==> config.mk <==
export PLATFORM = sky130hd
export DESIGN_NAME = pflash_cmd_ctrl
export DESIGN_NICKNAME = d
export VERILOG_FILES = /design/src/rtl/pflash_pkg.sv /design/src/rtl/pflash_busy_timer.sv /design/src/rtl/pflash_seq_fsm.sv /design/src/rtl/pflash_array.sv /design/src/rtl/pflash_cmd_ctrl.sv
export SDC_FILE = /design/constraint.sdc
export NUM_CORES = 1
export LEC_CHECK = 0
export CELL_PAD_IN_SITES_DETAIL_PLACEMENT = 1
export CELL_PAD_IN_SITES_GLOBAL_PLACEMENT = 2
export CORE_MARGIN = 2
export CORE_UTILIZATION = 30
export CTS_CLUSTER_DIAMETER = 80
export DETAILED_ROUTE_END_ITERATION = 12
export DONT_BUFFER_PORTS = 1
export PLACE_DENSITY_LB_ADDON = 0.1
export RECOVER_POWER = 25
export SLEW_MARGIN = 20
export SYNTH_ARGS = -nofsm -noshare
export SYNTH_HDL_FRONTEND = slang
export SYNTH_HIERARCHICAL = 1
export SYNTH_SLANG_ARGS = --single-unit
==> constraint.sdc <==
create_clock -name clk -period 5.1 [get_ports clk]
set_clock_uncertainty 0.05 [all_clocks]
set_input_delay 0.255 -clock clk [delete_from_list [all_inputs] [get_ports clk]]
set_output_delay 0.255 -clock clk [all_outputs]
set_load 0.01 [all_outputs]
==> src/rtl/pflash_pkg.sv <==
package pflash_pkg;

  // Command-step tracker states
  typedef enum logic [2:0] {
    ST_ARRAY,    // array reads
    ST_UNL1,     // first unlock cycle seen
    ST_UNL2,     // second unlock cycle seen
    ST_PGM_ARM,  // next write is program address/data
    ST_IDENT,    // identification reads
    ST_BYP,      // bypass idle
    ST_BYP_ARM,  // bypass: next write is program address/data
    ST_BYP_EXIT  // bypass: waiting for exit confirm
  } cmd_st_e;

  localparam int unsigned CMD_AW = 11;

  localparam logic [CMD_AW-1:0] ADR_KEY_A = 11'h555;
  localparam logic [CMD_AW-1:0] ADR_KEY_B = 11'h2AA;

  localparam logic [7:0] BYTE_KEY_A  = 8'hAA;
  localparam logic [7:0] BYTE_KEY_B  = 8'h55;
  localparam logic [7:0] BYTE_PGM    = 8'hA0;
  localparam logic [7:0] BYTE_IDENT  = 8'h90;
  localparam logic [7:0] BYTE_BYPASS = 8'h20;
  localparam logic [7:0] BYTE_ABORT  = 8'hF0;
  localparam logic [7:0] BYTE_EXIT   = 8'h00;

endpackage

==> src/rtl/pflash_busy_timer.sv <==
module pflash_busy_timer #(
  parameter int unsigned BUSY_CYC = 8
) (
  input  logic clk,
  input  logic rst_n,
  input  logic start,
  output logic busy,
  output logic done
);
  localparam int unsigned CNT_W = $clog2(BUSY_CYC + 1);

  logic [CNT_W-1:0] cnt_q;

  always_ff @(posedge clk or negedge rst_n) begin
    if (!rst_n) begin
      cnt_q <= '0;
    end else if (start) begin
      cnt_q <= CNT_W'(BUSY_CYC);
    end else if (cnt_q != '0) begin
      cnt_q <= cnt_q - 1'b1;
    end
  end

  assign busy = (cnt_q != '0);
  assign done = (cnt_q == CNT_W'(1));

  AST_NO_RESTART_WHILE_BUSY: assert property (@(posedge clk) disable iff (!rst_n)
    busy |-> !start);

endmodule

==> src/rtl/pflash_seq_fsm.sv <==
module pflash_seq_fsm
  import pflash_pkg::*;
(
  input  logic              clk,
  input  logic              rst_n,
  input  logic              wr_stb,
  input  logic [CMD_AW-1:0] wr_addr,
  input  logic [7:0]        wr_byte,
  input  logic              busy,
  output logic              pgm_go,
  output logic              ident_mode
);
  cmd_st_e state, nxt;
  logic    take;
  logic    data_step;

  assign take      = wr_stb && !busy;
  assign data_step = (state == ST_PGM_ARM) || (state == ST_BYP_ARM);

  always_comb begin
    nxt    = state;
    pgm_go = 1'b0;
    if (take) begin
      unique case (state)
        ST_ARRAY, ST_IDENT:
          nxt = (wr_byte == BYTE_KEY_A && wr_addr == ADR_KEY_A) ? ST_UNL1 : ST_ARRAY;
        ST_UNL1:
          nxt = (wr_byte == BYTE_KEY_B && wr_addr == ADR_KEY_B) ? ST_UNL2 : ST_ARRAY;
        ST_UNL2: begin
          nxt = ST_ARRAY;
          if (wr_addr == ADR_KEY_A) begin
            if (wr_byte == BYTE_PGM)         nxt = ST_PGM_ARM;
            else if (wr_byte == BYTE_IDENT)  nxt = ST_IDENT;
            else if (wr_byte == BYTE_BYPASS) nxt = ST_BYP;
          end
        end
        ST_PGM_ARM: begin
          pgm_go = 1'b1;
          nxt    = ST_ARRAY;
        end
        ST_BYP: begin
          if (wr_byte == BYTE_PGM)        nxt = ST_BYP_ARM;
          else if (wr_byte == BYTE_IDENT) nxt = ST_BYP_EXIT;
          else                            nxt = ST_ARRAY;
        end
        ST_BYP_ARM: begin
          pgm_go = 1'b1;
          nxt    = ST_BYP;
        end
        ST_BYP_EXIT:
          nxt = ST_ARRAY; // 0x00 confirms; any other byte is malformed
        default: nxt = ST_ARRAY;
      endcase
      if (!data_step && wr_byte == BYTE_ABORT) nxt = ST_ARRAY;
    end
  end

  always_ff @(posedge clk or negedge rst_n) begin
    if (!rst_n) state <= ST_ARRAY;
    else        state <= nxt;
  end

  assign ident_mode = (state == ST_IDENT);

  AST_HOLD_WHILE_BUSY: assert property (@(posedge clk) disable iff (!rst_n)
    busy |=> $stable(state));
  AST_BYPASS_ENTRY: assert property (@(posedge clk) disable iff (!rst_n)
    (state == ST_BYP && $past(state) != ST_BYP) |->
      ($past(state) == ST_UNL2 || $past(state) == ST_BYP_ARM));
  AST_IDENT_ENTRY: assert property (@(posedge clk) disable iff (!rst_n)
    (state == ST_IDENT && $past(state) != ST_IDENT) |-> $past(state) == ST_UNL2);

endmodule

==> src/rtl/pflash_array.sv <==
module pflash_array #(
  parameter int unsigned DATA_W = 16,
  parameter int unsigned WORDS  = 64
) (
  input  logic                     clk,
  input  logic                     rst_n,
  input  logic                     wr_en,
  input  logic [$clog2(WORDS)-1:0] wr_idx,
  input  logic [DATA_W-1:0]        wr_mask,
  input  logic [$clog2(WORDS)-1:0] rd_idx,
  output logic [DATA_W-1:0]        rd_data
);
  logic [DATA_W-1:0] mem [WORDS];

  // Power-up contents: erased cells read as all ones
  initial begin
    for (int i = 0; i < int'(WORDS); i++) mem[i] = '1;
  end

  always_ff @(posedge clk) begin
    if (wr_en) mem[wr_idx] <= mem[wr_idx] & wr_mask;
  end

  assign rd_data = mem[rd_idx];

  AST_CLEAR_ONLY: assert property (@(posedge clk) disable iff (!rst_n)
    wr_en |=> ((mem[$past(wr_idx)] & ~$past(mem[wr_idx])) == '0));

endmodule

==> src/rtl/pflash_cmd_ctrl.sv <==
module pflash_cmd_ctrl
  import pflash_pkg::*;
#(
  parameter int unsigned ADDR_W   = 11,
  parameter int unsigned DATA_W   = 16,
  parameter int unsigned WORDS    = 64,
  parameter int unsigned BUSY_CYC = 8,
  parameter logic [7:0]  MFR_ID   = 8'h5A,
  parameter logic [7:0]  DEV_ID   = 8'hB3
) (
  input  logic              clk,
  input  logic              rst_n,
  input  logic              ce_n,
  input  logic              oe_n,
  input  logic              we_n,
  input  logic [ADDR_W-1:0] addr,
  input  logic [DATA_W-1:0] dq_i,
  output logic [DATA_W-1:0] dq_o,
  output logic              dq_oe
);
  localparam int unsigned IDX_W = $clog2(WORDS);

  logic              wr_cond, wr_q, wr_stb, rd_cond;
  logic              busy, done, pgm_go, ident_mode;
  logic [IDX_W-1:0]  pend_idx;
  logic [DATA_W-1:0] pend_data, arr_word, status_word, ident_word;

  assign wr_cond = !ce_n && !we_n && oe_n;
  assign rd_cond = !ce_n && !oe_n && we_n;

  always_ff @(posedge clk or negedge rst_n) begin
    if (!rst_n) wr_q <= 1'b0;
    else        wr_q <= wr_cond;
  end

  assign wr_stb = wr_cond && !wr_q;

  pflash_seq_fsm u_seq (
    .clk        (clk),
    .rst_n      (rst_n),
    .wr_stb     (wr_stb),
    .wr_addr    (addr[CMD_AW-1:0]),
    .wr_byte    (dq_i[7:0]),
    .busy       (busy),
    .pgm_go     (pgm_go),
    .ident_mode (ident_mode)
  );

  pflash_busy_timer #(.BUSY_CYC(BUSY_CYC)) u_timer (
    .clk   (clk),
    .rst_n (rst_n),
    .start (pgm_go),
    .busy  (busy),
    .done  (done)
  );

  always_ff @(posedge clk or negedge rst_n) begin
    if (!rst_n) begin
      pend_idx  <= '0;
      pend_data <= '1;
    end else if (pgm_go) begin
      pend_idx  <= addr[IDX_W-1:0];
      pend_data <= dq_i;
    end
  end

  pflash_array #(.DATA_W(DATA_W), .WORDS(WORDS)) u_array (
    .clk     (clk),
    .rst_n   (rst_n),
    .wr_en   (done),
    .wr_idx  (pend_idx),
    .wr_mask (pend_data),
    .rd_idx  (addr[IDX_W-1:0]),
    .rd_data (arr_word)
  );

  always_comb begin
    status_word    = '0;
    status_word[7] = ~pend_data[7];
    ident_word     = '0;
    ident_word[7:0] = addr[0] ? DEV_ID : MFR_ID;
  end

  assign dq_oe = rst_n && rd_cond;
  assign dq_o  = busy ? status_word : (ident_mode ? ident_word : arr_word);

  AST_NO_IDENT_WHILE_BUSY: assert property (@(posedge clk) disable iff (!rst_n)
    busy |-> !ident_mode);
  AST_SINGLE_STROBE: assert property (@(posedge clk) disable iff (!rst_n)
    wr_stb |=> !wr_stb);

endmodule

==> impl_metrics.yaml <==
yosys:
  synth_top_area_share_pct: 62.2
  synth_edf_count: 1024
  syn-num-nets: 2801
  postSynthAreaPerCell_um2: 17.9
  syn_area_um2: 49400
  async_reset_ff_share_pct: 2.85
  ys.flop_type: "edfxtp_1"
  synthTopCellsByArea: "edfxtp_1 62%, mux4_2 18%, mux2_2 3.0%"
  ys_ff_latch: 1054
  synth.distinct_cells: 68
  synth_top_area_cell: "edfxtp_1"
  yosysSeqAreaShare_pct: 63.8
  synth_cells: 2767
  ys_warn_count: 6
timing:
  finalMaxSlewViolations: 187
  tightest_slew_ns: 2.46
  post-route-period-util_pct: 88.6
  final-hold-violation-count: 0
  setup_violations: 0
  fmax_mhz: 221
  relSlewSlack_pct: -63.8
  layout_min_cycle_time_ns: 4.52
  setup_ws_ns: 0.581
  rsz0062_at_grt: "no"
  fin_setup_tns_ns: 0
floorplan:
  dieArea_um2: 168000
  die_w_um: 410
  ioPinCount: 49
  core_area_um2: 163000
  start_util_pct: 30.3
  die_h_um: 410
  num_rows: 148
routing:
  vias: 31550
  first_iter_violations: 3998
  dr.pass1.iters: 5
  routed_via_density: 6.05
  wl_per_cell_um: 42.9
  drtAntennaViolNets: 0
  route.detailed.drc: 0
  wl_um: 224000
run_status:
  violations: "max-capacitance violations, max-slew violations"
  outcome: "finished, violations left"
global_route:
  grt_pass1_wl_um: 301000
  grt_pass1_vias: 32629
  overflow: 0
  grt_max_degree: 263
  grt_usage_pct: 26.5
  antenna_found_initial: 14
pwr:
  switching_power_uw: 3870
  internal_power_uw: 14700
  combPwrFrac_pct: 1.0
  irDropWorstVdd_mv: 0.265
  pwr-share-seq_pct: 50.5
  pwr-share-clk_pct: 48.5
  power.leakage_uw: 0.0148
  switching_share_pct: 20.9
  p_per_area_nw_per_um2: 321
critical_path:
  cp.required_ns: 5.40
  end_kind: "flop"
  crit_path_start_kind: "flop"
  path_max_fanout: 39
  worstSetupPathType: "flop to flop"
  cp.arrival_ns: 4.82
placed_design:
  dp_hpwl_um: 139000
  io_buffer_count: 0
  post-place-ws_ns: 0.722
  gp_congestion: 0.840
clock_network:
  tritoncts: "built"
  cts_resized: 0
  clk_latency_ns: 0.79
  clock_sinks: 1054
  numCtsBuffers: 133
  clk_path_buf_depth: 3
  path_clk_slew_ns: 0.06
  clockRootBuffer: "clkbuf_16"
  ctsHtreeMaxLevel: 4
hold_path:
  hold_class: "input pin to flop"
final_layout:
  areaGrowthSynthToFinish_pct: 16.6
  layout-drive-gt1-share_pct: 32.3
  fin_nets: 2973
  fin_util_pct: 35.3
job:
  max_cap_viol_count: 11
worst max-delay path, cell delays in order (launching register included):
cell      delay, ns
dfrtp_4        0.71
buf_12         0.31
nor2_1         0.28
buf_12         0.32
nand3_1        0.11
clkbuf_1       0.35
nor2_2         0.17
clkbuf_1       1.72
synthesized netlist by cell type, drive strengths merged, types with 3 or more instances:
| master | instances |
|---|---|
| edfxtp | 1024 |
| mux4 | 390 |
| mux2i | 144 |
| mux2 | 131 |
| nor2 | 129 |
| buf | 128 |
| o21ai | 97 |
| clkbuf | 94 |
| a21oi | 87 |
| a22oi | 80 |
| a221oi | 74 |
| nand2 | 58 |
| o22ai | 46 |
| a22o | 28 |
| a221o | 27 |
| dfstp | 16 |
| and2 | 15 |
| dfrtp | 14 |
| nand2b | 14 |
| nor2b | 14 |
| a32oi | 13 |
| nand3 | 13 |
| nor3 | 10 |
| a31oi | 9 |
| o31a | 8 |
| o41a | 8 |
| inv | 7 |
| nor3b | 7 |
| o211ai | 7 |
| a222oi | 6 |
| nand3b | 6 |
| o221ai | 6 |
| o2bb2ai | 6 |
| nand4 | 5 |
| nand4b | 4 |
| a211oi | 3 |
| and3 | 3 |
| and3b | 3 |
| nor4b | 3 |
| o31ai | 3 |
path summary, 6_finish.rpt:
check	to	slack [ns]	cells past startpoint	from
max	u_array/mem[20][13]	0.58	7	pend_idx[0]
min	wr_q	0.09	2	ce_n
max reg2reg	u_array/mem[20][13]	0.58	7	pend_idx[0]
min reg2reg	pend_data[15]	0.58	1	pend_data[15]
max in group asynchronous	pend_idx[2]	1.73	3	rst_n
min in group asynchronous	pend_data[14]	1.24	2	rst_n
stage by stage:
stage	instance area (µm²)	hold WS, ns	power, µW	instances
after floorplan	49400	-0.0906	9770	2767
after global placement	53500	-0.0893	9670	4942
after detailed placement	53500	-0.0889	9670	4943
after CTS	57900	0.0557	18700	5212
after global routing	57600	0.0865	19000	5213
final	57600	0.0935	18500	5216
flip-flops by register name, summed over array words and instances, names as in the netlist:
signal and count:
pend_data 16, pend_idx 6, u_array/mem 1024, u_seq/state 3
u_timer/cnt_q 4, wr_q 1
cell type report:
cell class | instances | area, µm²
inverter | 7 | 28.8
fill | 16116 | 106000
clock inverter | 71 | 520
timing repair buffer | 259 | 2140
clock buffer | 162 | 3530
multi-input combinational | 1484 | 17100
tap | 2175 | 2720
antenna | 4 | 10.0
sequential | 1054 | 31500
placed cells by master (no fill, tap or decap), drive strengths merged, types with 15 or more instances in the layout:
master and count:
clkbuf 215, buf 172, mux2i 144, a22oi 80
mux2 131, a221o 27, mux4 390, a21oi 87
o22ai 46, nor2 129, dfstp 16, edfxtp 1024
dlygate4sd3 34, nand2 58, o21ai 97, a221oi 74
clkinv 51, a22o 28, and2 15, inv 18
routing by layer:
layer  vias up  wire length, µm  share of wire (%)  track usage [%]
li1      12180                -                  -                -
met1     17528            92300                 41             35.4
met2      1483           106000                 47             42.9
met3       351            16300                7.3             4.84
met4         8             9180                4.1             9.91
met5         -               46              0.021                0
power groups by stage:
stage               sequential [µW]  combinational [µW]  clock, µW
floorplan                      9540                 238          0
global placement               9540                 131          0
detailed placement             9540                 132          0
CTS                            9360                 178       9150
global route                   9350                 182       9470
finish                         9360                 178       8990
timing repair:
action,4_1_cts,5_1_grt
hold buffers,36,0
setup buffers,0,0
hold endpoints to repair,56,0
cell families after synthesis:
family	Yosys count	synth area share, %
DFF	1054	63.8
muxes	665	23.7
AOI/OAI and AO/OA	519	7.41
and+or+nand+nor	297	2.92
buffers and inverters	229	2.16
adders and majority gates	2	0.0506
xor gates and xnor gates	1	0.0177
Note: power is estimated with default switching activity, not from simulation.
